==> src/rtl/mtg_pkg.sv <==
package mtg_pkg;

   typedef enum logic [1:0] {
      AM_FIXED  = 2'd0,
      AM_UP     = 2'd1,
      AM_DOWN   = 2'd2,
      AM_RANDOM = 2'd3
   } addr_mode_e;

   typedef enum logic [1:0] {
      ST_IDLE  = 2'd0,
      ST_ISSUE = 2'd1,
      ST_DRAIN = 2'd2
   } gen_state_e;

endpackage

==> src/rtl/mtg_addr_seq.sv <==
module mtg_addr_seq
   import mtg_pkg::*;
#(
   parameter int WORD_AW = 19,
   parameter int LEN_W   = 8,
   parameter logic [WORD_AW-1:0] SEED = 1
) (
   input  logic               clk,
   input  logic               rst_n,
   input  logic               advance,
   input  addr_mode_e         mode,
   input  logic [LEN_W-1:0]   step,
   output logic [WORD_AW-1:0] word_addr
);

   logic [WORD_AW-1:0] cur_q;
   logic [WORD_AW-1:0] lfsr_q;
   logic [WORD_AW-1:0] lfsr_nxt;
   logic [WORD_AW-1:0] step_ext;
   logic               fb;

   generate
      if (WORD_AW == 19) begin : g_poly19
         assign fb = lfsr_q[18] ^ lfsr_q[17] ^ lfsr_q[16] ^ lfsr_q[13];
      end else if (WORD_AW == 20) begin : g_poly20
         assign fb = lfsr_q[19] ^ lfsr_q[16];
      end else if (WORD_AW == 21) begin : g_poly21
         assign fb = lfsr_q[20] ^ lfsr_q[18];
      end else if (WORD_AW == 22) begin : g_poly22
         assign fb = lfsr_q[21] ^ lfsr_q[20];
      end else begin : g_poly_bad
         $error("mtg_addr_seq: WORD_AW must be 19..22");
         assign fb = 1'b0;
      end
      if (LEN_W > WORD_AW) begin : g_len_bad
         $error("mtg_addr_seq: LEN_W must not exceed WORD_AW");
      end
      if (SEED == '0) begin : g_seed_bad
         $error("mtg_addr_seq: SEED must be nonzero");
      end
   endgenerate

   assign lfsr_nxt = {lfsr_q[WORD_AW-2:0], fb};
   assign step_ext = WORD_AW'(step);

   always_ff @(posedge clk) begin
      if (!rst_n) begin
         cur_q  <= '0;
         lfsr_q <= SEED;
      end else if (advance) begin
         unique case (mode)
            AM_FIXED:  cur_q <= cur_q;
            AM_UP:     cur_q <= cur_q + step_ext;
            AM_DOWN:   cur_q <= cur_q - step_ext;
            AM_RANDOM: begin
               lfsr_q <= lfsr_nxt;
               cur_q  <= lfsr_nxt;
            end
            default:   cur_q <= cur_q;
         endcase
      end
   end

   assign word_addr = cur_q;

   // the shift register must never fall into the all-zero lock state
   assert_lfsr_live_R6: assert property (@(posedge clk) disable iff (!rst_n)
      lfsr_q != '0);

   // fixed mode leaves the address alone across a completion
   assert_fixed_hold_R3: assert property (@(posedge clk) disable iff (!rst_n)
      (advance && mode == AM_FIXED) |=> $stable(word_addr));

   // a random-mode completion loads the address from the new register state
   assert_rand_follow_R6: assert property (@(posedge clk) disable iff (!rst_n)
      (advance && mode == AM_RANDOM) |=> (word_addr == lfsr_q));

endmodule

==> src/rtl/mtg_beat_cnt.sv <==
module mtg_beat_cnt #(
   parameter int LEN_W = 8
) (
   input  logic             clk,
   input  logic             rst_n,
   input  logic             load,
   input  logic [LEN_W-1:0] load_len,
   input  logic             beat,
   output logic             busy,
   output logic             last
);

   logic [LEN_W-1:0] remain_q;

   generate
      if (LEN_W < 1) begin : g_len_bad
         $error("mtg_beat_cnt: LEN_W must be at least 1");
      end
   endgenerate

   always_ff @(posedge clk) begin
      if (!rst_n) begin
         remain_q <= '0;
      end else if (load) begin
         remain_q <= load_len;
      end else if (beat && busy) begin
         remain_q <= remain_q - LEN_W'(1);
      end
   end

   assign busy = (remain_q != '0);
   assign last = beat && (remain_q == LEN_W'(1));

   // data beats arrive only while a read still owes them
   assert_no_extra_beat_R8: assert property (@(posedge clk) disable iff (!rst_n)
      beat |-> busy);

   // a load only happens with nothing outstanding
   assert_load_clean_R8: assert property (@(posedge clk) disable iff (!rst_n)
      load |-> !busy);

endmodule

==> src/rtl/memtraffic_gen.sv <==
module memtraffic_gen
   import mtg_pkg::*;
#(
   parameter int WORD_AW  = 19,
   parameter int DATA_W   = 64,
   parameter int MAX_BLOG = 7,
   parameter int BLOG_W   = $clog2(MAX_BLOG + 1),
   parameter int LEN_W    = MAX_BLOG + 1,
   parameter int BYTE_AW  = WORD_AW + 3
) (
   input  logic              clk,
   input  logic              rst_n,
   input  logic              pause,
   input  logic              dir_write,
   input  logic [1:0]        addr_mode,
   input  logic [BLOG_W-1:0] burst_log,
   output logic              cmd_valid,
   input  logic              cmd_ready,
   output logic              cmd_write,
   output logic [BYTE_AW-1:0] cmd_addr,
   output logic [LEN_W-1:0]  cmd_len,
   output logic [DATA_W-1:0] cmd_wdata,
   input  logic              rd_valid,
   output logic              done_rd,
   output logic              done_wr
);

   localparam int HALF_W = DATA_W / 2;

   generate
      if (DATA_W % 2 != 0 || HALF_W < WORD_AW) begin : g_data_bad
         $error("memtraffic_gen: DATA_W must be even and hold two word addresses");
      end
      if (MAX_BLOG < 0 || MAX_BLOG > 15) begin : g_blog_bad
         $error("memtraffic_gen: MAX_BLOG out of range");
      end
      if (BYTE_AW != WORD_AW + 3) begin : g_aw_bad
         $error("memtraffic_gen: BYTE_AW must equal WORD_AW + 3");
      end
   endgenerate

   gen_state_e        state_q;
   logic              wr_q;
   addr_mode_e        mode_q;
   logic [LEN_W-1:0]  len_q;
   logic              done_rd_q;
   logic              done_wr_q;
   logic [BLOG_W-1:0] blog_eff;
   logic              accept;
   logic              advance;
   logic              load_beats;
   logic              beats_busy;
   logic              beats_last;
   logic [WORD_AW-1:0] word_addr;
   logic [HALF_W-1:0] wd_lo;

   assign blog_eff   = (burst_log > BLOG_W'(MAX_BLOG)) ? BLOG_W'(MAX_BLOG) : burst_log;
   assign accept     = (state_q == ST_ISSUE) && cmd_ready;
   assign load_beats = accept && !wr_q;
   assign advance    = (accept && wr_q) || ((state_q == ST_DRAIN) && beats_last);

   always_ff @(posedge clk) begin
      if (!rst_n) begin
         state_q   <= ST_IDLE;
         wr_q      <= 1'b0;
         mode_q    <= AM_FIXED;
         len_q     <= LEN_W'(1);
         done_rd_q <= 1'b0;
         done_wr_q <= 1'b0;
      end else begin
         done_rd_q <= 1'b0;
         done_wr_q <= 1'b0;
         unique case (state_q)
            ST_IDLE: begin
               if (!pause) begin
                  wr_q    <= dir_write;
                  mode_q  <= addr_mode_e'(addr_mode);
                  len_q   <= dir_write ? LEN_W'(1) : (LEN_W'(1) << blog_eff);
                  state_q <= ST_ISSUE;
               end
            end
            ST_ISSUE: begin
               if (cmd_ready) begin
                  if (wr_q) begin
                     done_wr_q <= 1'b1;
                     state_q   <= ST_IDLE;
                  end else begin
                     state_q   <= ST_DRAIN;
                  end
               end
            end
            ST_DRAIN: begin
               if (beats_last) begin
                  done_rd_q <= 1'b1;
                  state_q   <= ST_IDLE;
               end
            end
            default: state_q <= ST_IDLE;
         endcase
      end
   end

   mtg_addr_seq #(
      .WORD_AW (WORD_AW),
      .LEN_W   (LEN_W)
   ) u_addr (
      .clk       (clk),
      .rst_n     (rst_n),
      .advance   (advance),
      .mode      (mode_q),
      .step      (len_q),
      .word_addr (word_addr)
   );

   mtg_beat_cnt #(
      .LEN_W (LEN_W)
   ) u_beats (
      .clk      (clk),
      .rst_n    (rst_n),
      .load     (load_beats),
      .load_len (len_q),
      .beat     (rd_valid && (state_q == ST_DRAIN)),
      .busy     (beats_busy),
      .last     (beats_last)
   );

   assign wd_lo     = HALF_W'(word_addr);
   assign cmd_valid = (state_q == ST_ISSUE);
   assign cmd_write = wr_q;
   assign cmd_len   = len_q;
   assign cmd_addr  = {word_addr, 3'b000};
   assign cmd_wdata = {~wd_lo, wd_lo};
   assign done_rd   = done_rd_q;
   assign done_wr   = done_wr_q;

   // an offered command stays put until taken
   assert_cmd_hold_R7: assert property (@(posedge clk) disable iff (!rst_n)
      (cmd_valid && !cmd_ready) |=> (cmd_valid && $stable(cmd_addr)
                                      && $stable(cmd_len) && $stable(cmd_write)));

   // writes are always single-word
   assert_write_single_R2: assert property (@(posedge clk) disable iff (!rst_n)
      (cmd_valid && cmd_write) |-> (cmd_len == LEN_W'(1)));

   // no command while read data is still owed
   assert_no_overlap_R8: assert property (@(posedge clk) disable iff (!rst_n)
      beats_busy |-> !cmd_valid);

   // completion pulses are exclusive and last one cycle
   assert_done_excl_R10: assert property (@(posedge clk) disable iff (!rst_n)
      $onehot0({done_rd, done_wr}));
   assert_done_rd_pulse_R10: assert property (@(posedge clk) disable iff (!rst_n)
      done_rd |=> !done_rd);
   assert_done_wr_pulse_R10: assert property (@(posedge clk) disable iff (!rst_n)
      done_wr |=> !done_wr);

   // a paused idle generator offers nothing next cycle
   assert_pause_quiet_R11: assert property (@(posedge clk) disable iff (!rst_n)
      (state_q == ST_IDLE && pause) |=> !cmd_valid);

   // captured length is frozen while a transaction runs
   assert_cfg_frozen_R12: assert property (@(posedge clk) disable iff (!rst_n)
      (state_q != ST_IDLE) |=> $stable(cmd_len));

endmodule

==> config.mk <==
export PLATFORM = sky130hd
export DESIGN_NAME = memtraffic_gen
export DESIGN_NICKNAME = d
export VERILOG_FILES = /design/src/rtl/mtg_pkg.sv /design/src/rtl/mtg_addr_seq.sv /design/src/rtl/mtg_beat_cnt.sv /design/src/rtl/memtraffic_gen.sv
export SDC_FILE = /design/constraint.sdc
export NUM_CORES = 1
export LEC_CHECK = 0
export BUFFER_PORTS_ARGS = -buffer_cell sky130_fd_sc_hd__buf_2
export CELL_PAD_IN_SITES_DETAIL_PLACEMENT = 0
export CELL_PAD_IN_SITES_GLOBAL_PLACEMENT = 1
export CORE_MARGIN = 2
export CORE_UTILIZATION = 39
export CTS_CLUSTER_DIAMETER = 120
export DETAILED_ROUTE_END_ITERATION = 8
export PLACE_DENSITY = 0.84
export SLEW_MARGIN = 0
export SYNTH_ARGS = -nofsm -noshare
export SYNTH_HDL_FRONTEND = slang
export SYNTH_SLANG_ARGS = --single-unit
==> constraint.sdc <==
create_clock -name clk -period 4.37 [get_ports clk]
set_input_delay 1.0925 -clock clk [delete_from_list [all_inputs] [get_ports clk]]
set_output_delay 1.0925 -clock clk [all_outputs]
set_load 0.01 [all_outputs]
# --- After elaboration in Yosys (flattened, before gate mapping) ---
# Cells that the tools add are included.
classes:
  add_sub_neg: 3
  mul: 0
  div: 0
  n_lt_le_gt_ge: 1
  n_eq_ne: 9
  shifts: 1
  muxes: 12
  bitwise_logic: 6
  reduce_logical: 19
op_table:
  columns: ["op", "count"]
  rows:
  - ["19-bit case mux with 3 select lines", 1]
  - ["19-bit NOT with 32-bit output", 1]
  - ["8-bit 2-to-1 mux", 3]
  - ["19-bit by 8-bit adder with 19-bit output", 1]
  - ["19-bit by 8-bit subtractor with 19-bit output", 1]
  - ["8-bit by 1-bit == test with 1-bit output, second input constant", 1]
  - ["2-bit 2-to-1 mux", 4]
  - ["2-bit AND reduction", 4]
  - ["8-bit nonzero test", 1]
  - ["1-bit by 3-bit << shifter with 8-bit output, first input constant", 1]
  - ["8-bit by 1-bit subtractor with 8-bit output, second input constant", 1]
  - ["1-bit logical AND", 7]
  - ["2-bit == test, second input constant", 3]
  - ["2-bit case mux with 3 select lines", 1]
  - ["3-bit AND reduction", 2]
  - ["2-bit by 1-bit == test with 1-bit output, second input constant", 2]
  - ["2-bit zero test", 2]
  - ["2-bit inequality test, second input constant", 2]
  - ["3-bit > comparator, second input constant", 1]
  - ["3-bit 2-to-1 mux", 1]
  - ["1-bit bitwise XOR", 3]
  - ["1-bit 2-to-1 mux", 2]
  - ["2-bit by 1-bit inequality test with 1-bit output, second input constant", 1]
  - ["1-bit NOT", 2]
  - ["3 further kinds", 3]
word_totals:
  ff_bits: 61
  latch_bits: 0
  ram_bits: 0
  mem_bits_ro: 0
  in_bits: 11
  output_inout_bits: 98
  wordCells: 60
  n_memories: 0

# --- Longest topological paths before layout ---
# Gate-level depths: netlist of run 1.
logic_depth:
  depth_word: 6
  depth_mapped: 13
  depth_no_buf: 11

# --- Hierarchy ---
# From an unflattened synthesis of run 1, not the netlist that was laid out.
unflattened:
  cells_unflattened: 531
  hier_area_um2: 4255.3
by_module_without_submodules:
  columns: ["mod", "instances", "cells_per_inst", "area_each_um2", "seq_area_each_um2"]
  rows:
  - ["mtg_addr_seq", 1, 332, 2636.3, 760.7]
  - ["memtraffic_gen", 1, 137, 1109.8, 300.3]
  - ["mtg_beat_cnt", 1, 62, 509.2, 160.2]

# --- Worst setup path before layout of run 1 ---
# No wires, ideal clock.
synth_path:
  path_type: "reg2reg"
  startpoint: "register len_q[2] (netlist: cmd_len[2])"
  endpoint: "register u_addr.cur_q[18] (netlist: u_addr.word_addr[18])"
  setup_ns: 0.134
  arrival_ns: 3.226
  t_required_ns: 4.236
  path_slack_ns: 1.010
  stages_incl_launch_ff: 13
  path_buffers: 1
  period_less_slack_ns: 3.360
  path_cell_list: "dfxtp_1 buf_6 nor4_4 nor4b_1 ha_1 mux2i_1 ha_1 a21oi_1 o211ai_1 a21oi_1 or3_1 a31oi_1 or4b_1"
synth_between:
  elab_chain_cells: 2
  word_cells_on_any_way: 3
  cone_classes: "add/sub: 2; mux: 1"
synth_lines:
  columns: ["item", "line_no", "source"]
  rows:
  - ["from (decl)", "memtraffic_gen.sv:45", "logic [LEN_W-1:0] len_q;"]
  - ["from (signal assigned)", "memtraffic_gen.sv:78", "len_q <= dir_write ? LEN_W'(1) : (LEN_W'(1) << blog_eff);"]
  - ["19-bit by 8-bit subtractor with 19-bit output or 19-bit by 8-bit adder with 19-bit output (tied branches)", "mtg_addr_seq.sv:54, mtg_addr_seq.sv:53", null]
  - ["19-bit case mux with 3 select lines *", "mtg_addr_seq.sv:51", "unique case (mode)"]
  - ["to (signal assigned)", "mtg_addr_seq.sv:52", "AM_FIXED: cur_q <= cur_q;"]
  - ["to (signal assigned)", "mtg_addr_seq.sv:53", "AM_UP: cur_q <= cur_q + step_ext;"]
  - ["to (signal assigned)", "mtg_addr_seq.sv:54", "AM_DOWN: cur_q <= cur_q - step_ext;"]
  - ["to (decl)", "mtg_addr_seq.sv:16", "logic [WORD_AW-1:0] cur_q;"]
# Mark *: on every way between the ends. The rest lies on a longest branch, timed or not.
# A chain may end at the register's enable or synchronous reset.

# --- Worst setup path after layout of run 1 ---
# Same ends and word-level chain as after synthesis.

==> results of run 1 <==
[cells in the mapped netlist, types with 6 or more instances]
library cell,instances
sky130_fd_sc_hd__a211oi_1,9
sky130_fd_sc_hd__nand2_1,41
sky130_fd_sc_hd__ha_1,22
sky130_fd_sc_hd__o21ai_0,17
sky130_fd_sc_hd__nor2_1,48
sky130_fd_sc_hd__or3_1,6
sky130_fd_sc_hd__buf_4,50
sky130_fd_sc_hd__a21oi_1,44
sky130_fd_sc_hd__a221oi_1,7
sky130_fd_sc_hd__nand3_1,7
sky130_fd_sc_hd__nand4_1,8
sky130_fd_sc_hd__mux2i_1,23
sky130_fd_sc_hd__o21a_1,6
sky130_fd_sc_hd__dfxtp_1,61
sky130_fd_sc_hd__nor3_1,16
sky130_fd_sc_hd__clkbuf_1,16
sky130_fd_sc_hd__inv_1,32
sky130_fd_sc_hd__xnor2_1,15
sky130_fd_sc_hd__a21o_1,9
sky130_fd_sc_hd__o211ai_1,9
[flip-flops by register name (all words and copies together), names as in the netlist]
signal,flops
u_addr.word_addr,19
cmd_write,1
state_q,2
u_beats.remain_q,8
done_wr,1
done_rd,1
u_addr.lfsr_q,19
cmd_len,8
mode_q,2
[placed cells by master, fill, tap and decap left out, types with 7 or more instances in the layout]
cell type | synthesis | final
sky130_fd_sc_hd__nand3_1 | 7 | 7
sky130_fd_sc_hd__o21ai_0 | 17 | 17
sky130_fd_sc_hd__nand2_1 | 41 | 41
sky130_fd_sc_hd__mux2i_1 | 23 | 23
sky130_fd_sc_hd__nand4_1 | 8 | 8
sky130_fd_sc_hd__o211ai_1 | 9 | 9
sky130_fd_sc_hd__a221oi_1 | 7 | 7
sky130_fd_sc_hd__ha_1 | 22 | 22
sky130_fd_sc_hd__xnor2_1 | 15 | 15
sky130_fd_sc_hd__a211oi_1 | 9 | 9
sky130_fd_sc_hd__a21o_1 | 9 | 9
sky130_fd_sc_hd__conb_1 | 2 | 29
sky130_fd_sc_hd__nor3_1 | 16 | 16
sky130_fd_sc_hd__clkbuf_8 | 0 | 10
sky130_fd_sc_hd__buf_2 | 3 | 79
sky130_fd_sc_hd__dfxtp_1 | 61 | 61
sky130_fd_sc_hd__nor2_1 | 48 | 47
sky130_fd_sc_hd__inv_1 | 32 | 32
sky130_fd_sc_hd__a21oi_1 | 44 | 44
[worst max-delay path, delay by kind of cell (launching register included)]
kind,cells,cell delay (ns)
AOI/OAI and AO/OA,4,0.84
DFF,1,0.41
muxes,1,0.17
adders and majority gates,2,0.67
and+or+nand+nor,4,1.68
[through the flow]
stage / power [mW] / std cells
after floorplan: 0.7955 / 555
after global placement: 0.8282 / 704
after detailed placement: 0.8308 / 704
after CTS: 1.362 / 720
after global routing: 1.419 / 720
final: 1.350 / 720
[final timing paths]
kind / slack (ns) / to / cells after the start / from
setup / recovery: 0.46 / u_addr.word_addr[18] / 11 / cmd_len[2]
hold reg to reg: 0.50 / u_addr.word_addr[7] / 2 / u_addr.lfsr_q[6]
setup reg to reg: 0.46 / u_addr.word_addr[18] / 11 / cmd_len[2]
hold / removal: 0.50 / u_addr.word_addr[7] / 2 / u_addr.lfsr_q[6]
[report_power, final]
group          internal [mW]  leakage [nW]  total, mW  switching, mW
clock                  0.283        0.0955      0.529          0.246
combinational         0.0904          1.41      0.240          0.150
sequential             0.566         0.493      0.581         0.0149
total                  0.939          2.00       1.35          0.411
[area by class of cell]
type / instances / area share [%]
timing repair buffer: 85 / 9.427
multi-input combinational: 389 / 53.70
inverter: 33 / 2.651
sequential: 61 / 26.14
tap: 136 / 3.642
clock buffer: 10 / 2.946
clock inverter: 6 / 1.500
[routing by layer]
metal / track usage [%] / share of wire [%]
met4: 6.593 / 1.6
met1: 25.54 / 47
met3: 2.532 / 4.8
met5: 0 / 0
met2: 28.71 / 46
[cells by family after synthesis]
| family | synth area share [%] |
|---|---|
| buffers and inverters | 14.11 |
| AOI/OAI and AO/OA | 21.37 |
| DFF | 28.93 |
| xor gates and xnor gates | 3.527 |
| muxes | 5.453 |
| other | 0.1779 |
| adders and majority gates | 6.995 |
| and+or+nand+nor | 19.44 |
==> impl_summary.md, run 1 <==
Clocking
For this design, the sink count on the clock tree is just over 60. TritonCTS built the clock tree. In this run, CTS created clock tree buffers numbering 9. The H-tree was split into 3 levels. The post-CTS setup buffer count is 0.

The worst-case clock buffer depth is 2. The count of cells resized by post-cts repair is 0. The tree is rooted in a sky130_fd_sc_hd__clkbuf_8. The number of hold-repair buffers added at the cts stage is 0. After clock tree synthesis, the clock-pin slew on the worst setup and hold paths is about 0.080 ns. The clock insertion delay at the later pin of the skew report is 0.35 ns.

GRT
After global routing the overflow that remains totals 0. The number of global-route vias before repair is between 3000 and 4000. The all-layer global routing usage is 18.27%. The number of antenna violations at the first check in global routing is 0. The first global-routing pass estimated roughly 17 mm of wire. Entering global routing, the biggest net connects 29 pins.

Place
The placed cell area is between 4000 and 5000 µm². OpenSTA, run right after detailed placement, puts the worst setup slack at about 0.57 ns. At the end of routability-driven placement, the weighted congestion stood at 0.9157. The number of input and output port buffers inserted is between 70 and 80. The HPWL after detailed placement is around 7.8 mm.

Setup path
The worst setup path is captured at a flip-flop. The required time of the critical path is between 4 and 5 ns. The maximum fanout along the worst path is 8. The critical path is of the flip-flop to flip-flop type. The worst setup path is launched from a flip-flop. For this run, the slowest stage of the critical path takes 0.63 ns.

The signal on the critical path passes through nor4_4 > nor4b_1 > ha_1 > mux2i_1 > ha_1 > a21oi_1 > o211ai_1 > a21oi_1 > or3_1 > a31oi_1 > or4b_1. The largest individual stage delay along the critical path comes from the cell sky130_fd_sc_hd__nor4b_1. The arrival time at the worst endpoint is ~4.1 ns.

Synthesis
A synthesized cell averages ~8.0 µm². In this run the cell area of the synthesized design comes to 4222 µm². The dominant synthesized flop cell is sky130_fd_sc_hd__dfxtp_1. The cell type contributing the most total cell area after synthesis is sky130_fd_sc_hd__dfxtp_1.

The Yosys warning count is 0. The part of the Yosys area used for sequential elements is roughly 29%. Synthesis produced between 500 and 600 cells. In the synthesized netlist the async set-or-reset flop fraction comes to 0%. The register bit count reported by yosys is around 60. Yosys attributes the largest share of cell area to sky130_fd_sc_hd__dfxtp_1, sky130_fd_sc_hd__buf_4, sky130_fd_sc_hd__ha_1. The number of distinct library cells after synthesis is 65. The top-area cell type share of the netlist area is between 20% and 30%. Counting flops with a built-in enable in the synthesized netlist gives 0.

Final layout
0 antenna diodes ended up in the layout. The area growth from synthesis to layout is 10.67%. In the final layout, flip-flops and latches occupy 1221 µm². The finished cells cover roughly 4700 µm².

The post-route netlist has 18.84% of its cells at a drive strength greater than 1. The net count of the finished layout is 613. The count of filler cells inserted in the layout is ~1100. The combined area of the multi-input logic cells is around 2500 µm². Cells fill 44.85% of the core in the end.

Worst hold path
The path class of the tightest hold or removal check is flip-flop to flip-flop.

Timing
Setup slack on the critical path of the routed design comes to 0.4550 ns. The number of endpoints with negative hold slack in the final report is 0. The worst path uses about 90% of the clock period. For the final routed database, the setup TNS stands at 0 ns. Hold timing on the final database bottoms out at a slack of 0.4951 ns.

The post-route clock skew is 0.01608 ns. The routed design could run at a clock period as short as about 3.9 ns. The actual slew at the worst max-slew pin is about 1.1 ns. Setup violations remaining at the end of the flow were counted as 0. The maximum achievable frequency is approximately 260 MHz. In this run the tightest slew margin relative to its limit is 27.98%. Setup repair after global routing left no endpoint under its margin. The total count of max-transition violations in the final report is 0.

Outcome
The flow ran to the end, and the final reports show no timing, DRC or antenna violations.

Detailed routing
The first routing iteration left about 220 violations. The overall via count from detail_route is about 3800. The first detailed-routing pass took 5 iterations. Summed over all layers, the routed wires come to between 10 and 15 mm. The count of unresolved DRC violations after routing is 0. Dividing the detail-routed wire length by the instance count gives 14.62 µm.

In this run the remaining antenna-violating nets after routing total 0. After detailed routing, the number of vias per cell comes to around 5.3.

Power and ir drop
The analysis attributes to cell leakage a power of between 2 and 2.5 nW. The worst vdd rail ir drop is roughly 0.16 mV. The power density over the cells is 289.0 nW/µm².

Floorplanning
The number of top-level pins is ~110. The floorplan has 37 rows. The initial core utilization is roughly two fifths. The floorplan step set the die height to approximately 110 µm. The horizontal extent of the die is 108.0 µm. The die covers about 12000 µm². The region available for standard cell placement spans 10420 µm².

Run
The tool flagged a number of max-cap violations equal to 0.
Note: power is estimated with default switching activity, not from simulation.
==> run 2, diff against run 1 <==
--- a/config.mk
+++ b/config.mk
@@ -5,15 +5,17 @@
 export SDC_FILE = /design/constraint.sdc
 export NUM_CORES = 1
 export LEC_CHECK = 0
-export BUFFER_PORTS_ARGS = -buffer_cell sky130_fd_sc_hd__buf_2
+export ABC_AREA = 1
+export BUFFER_PORTS_ARGS = -buffer_cell sky130_fd_sc_hd__clkbuf_2
 export CELL_PAD_IN_SITES_DETAIL_PLACEMENT = 0
 export CELL_PAD_IN_SITES_GLOBAL_PLACEMENT = 1
 export CORE_MARGIN = 2
-export CORE_UTILIZATION = 39
+export CORE_UTILIZATION = 38
 export CTS_CLUSTER_DIAMETER = 120
 export DETAILED_ROUTE_END_ITERATION = 8
-export PLACE_DENSITY = 0.84
+export PLACE_DENSITY = 0.85
 export SLEW_MARGIN = 0
 export SYNTH_ARGS = -nofsm -noshare
 export SYNTH_HDL_FRONTEND = slang
+export SYNTH_HIERARCHICAL = 1
 export SYNTH_SLANG_ARGS = --single-unit
==> run 2 against run 1 <==
Net effect:
- first-iteration DRC count fell by 9.5%
- synthesized cell count rose by 35%
- sequential power rose by 3%
- fmax rose by 25%
- design area rose by 9.5%
- combinational power rose by 47%
- largest power group is now clock
- register-to-register slack improved by 1.0 ns
- sequential cell count did not move
- clock power rose by 42%
- core utilization fell by 1.7 points
- worst hold slack got worse by 0.021 ns
==> impl_summary.md, run 2 <==
Run
Max-cap violations in this run came to 0.

Timing
The normalized max-slew margin is 45.44%. The share of the clock period used by the worst path is 71.68%. The number of endpoints with negative hold slack in the final report was 0. Setup repair after global routing left no endpoint under its margin. The post-route minimum period is approximately 3.1 ns. For the pin with the worst max-slew slack, the measured transition is a little over 0.8 ns.

Setup violations remaining at the end of the flow were counted as 0. In the final timing run, aggregate negative setup slack is 0 ns. Timing would allow up to 319.2 MHz. For the final database, setup skew stands at roughly 0.0097 ns. The total count of max-transition violations in the final report was 0.

Setup path
On the worst path, the slowest cell contributes a delay of just over 0.6 ns. Data on the critical path is required at its endpoint by about 4.6 ns. The signal on the critical path passes through clkbuf_2 > inv_1 > nor2_1 > nand3_1 > nor3_1 > inv_1 > o21ai_0 > nand2_1 > inv_2 > o21ai_0 > a21oi_1. The critical path contains buffers and inverters numbering 4 combined. Data arrives at the worst endpoint at between 3 and 4 ns. On the critical path the largest part of the delay comes from simple AND/OR/NAND/NOR gates. The critical path is of the primary input to flip-flop type. Along the worst path, the maximum fanout reaches 29. STA classifies the critical path startpoint as a primary input. The critical path's slowest cell is sky130_fd_sc_hd__nand2_1. The element type at the critical path end is a flip-flop.

Clocking
The root cell of the clock tree is sky130_fd_sc_hd__clkbuf_16. The number of hold-repair buffers added at the cts stage is 0. Buffers inserted during clock tree synthesis total 9. The post-CTS setup buffer count is 0. The CTS tree is built. The count of cells resized by post-cts repair is 0.

The clock insertion delay at the later pin of the skew report is approximately 0.33 ns. The worst-case clock buffer depth is 2. The clock transition at the registers of the reported paths is about 0.050 ns. For this design, the sink count on the clock tree is 61.

In this run the number of H-tree levels came out at 3.

Synthesis
The total standard cell area after synthesis is roughly 4600 µm². The Yosys step of the flow raised 6 warnings. The number of instances in the synthesized netlist is roughly 710. Averaged over all synthesized cells, the footprint is about 6.4 µm².

Power and ir drop
Dividing total power by cell area gives a power density of roughly 330 nW/µm². Summed over all cells, the static leakage comes to approximately 2.6 nW. IR analysis of the VDD net gives a maximum drop of between 0.2 and 0.25 mV.

Final layout
The final instance area is 5116 µm². In the layout the commonest cells are sky130_fd_sc_hd__nand2_1, sky130_fd_sc_hd__inv_1, sky130_fd_sc_hd__clkbuf_2. The number of antenna diodes in the final layout is 0. The net count reported at finish is 800.

The most common cell after layout, fill and taps aside is sky130_fd_sc_hd__nand2_1. From synthesis to final layout, the design area changed by 12.06%. Cells with a size suffix above 1 make up 17.92% of the layout.

Floorplanning
The row count is 40. The horizontal extent of the die is ~110 µm. 109 I/O pins were placed. The area enclosed by the die boundary is about 13000 µm².

In this run the standard cell core region covers roughly 12000 µm². The die outline height is 113.6 µm. For this configuration, the core starts out at a cell density of between 30% and 40%.

Detailed routing
The DRC marker count from the first detailed-route iteration is 200. The antenna violation net count after detailed routing is 0. The number of detailed-routing iterations run before antenna repair is 4. The average wire per cell in the routed design is 12.51 µm. The overall via count from detail_route is ~4200. The count of unresolved DRC violations after routing is 0. Summed over all layers, the routed wires come to 11.47 mm. The via-per-instance ratio is ~4.6.

Worst hold path
The worst min-delay path category is flip-flop to flip-flop.

Place
The placer's final routability congestion estimate is between 0.8 and 0.9. Summing all placed instances gives a cell area of roughly 4800 µm². The number of input and output port buffers inserted is 79. The HPWL after detailed placement is between 8 and 9 mm.

Outcome
The run finished with clean final reports.

GRT
For this run, the total global-route usage over all layers was measured as 18.50%. The global-route wire length before repair is about 19 mm. The pin count of the biggest net entering global routing is 34.

The number of antenna violations at the first check in global routing is 0. Global routing finished with a remaining overflow of 0. The number of global-route vias before repair is between 3000 and 4000.
-- run 2: area by class of cell --
class                           instances  area [µm²]
Fill cell                            1299        6745
Multi-Input combinational cell        500        2556
Sequential cell                        61        1221
Inverter                              113       429.2
Timing Repair Buffer                   81       410.4
Clock buffer                           11       242.7
Tap cell                              147       183.9
Clock inverter                          4       72.57
-- run 2: worst paths after layout --
| check | start | end | slack (ns) | depth (start not counted) |
|---|---|---|---|---|
| setup / recovery | rd_valid | u_addr/lfsr_q[5] | 1.24 | 11 |
| hold / removal | u_addr/lfsr_q[14] | u_addr/lfsr_q[14] | 0.47 | 2 |
| setup reg to reg | cmd_len[2] | u_addr/word_addr[14] | 1.48 | 14 |
| hold reg to reg | u_addr/lfsr_q[14] | u_addr/lfsr_q[14] | 0.47 | 2 |
-- run 2: through the flow --
stage                     hold slack, ns  setup WS, ns  power, mW  std cells  util [%]
after detailed placement          0.4651        0.8796     0.9667        902     40.47
after floorplan                   0.4404         1.747     0.9013        739         -
after CTS                         0.4725         1.231      1.725        917     43.13
final                             0.4737         1.238      1.707        917     43.13
after global routing              0.4997        0.8862      1.806        917     43.13
after global placement            0.4592         1.049     0.9670        902     40.47
-- run 2: tightest hold or removal path, delay by kind of cell (launching register included) --
family          cells  cell delay [ns]
flops               1             0.30
buf+inv             1             0.06
compound gates      1             0.06
-- run 2: routing by layer --
metal	vias up	part of all wire, %	track usage (%)
met5	-	0	0
met4	0	0.68	3.740
met2	86	47	31.74
met1	1870	49	23.37
li1	2273	-	-
met3	4	3.5	5.154
-- run 2: power by group --
part	switching [mW]	total, mW	internal [mW]
logic	0.232	0.354	0.122
registers	0.0262	0.601	0.575
clock network	0.242	0.752	0.510
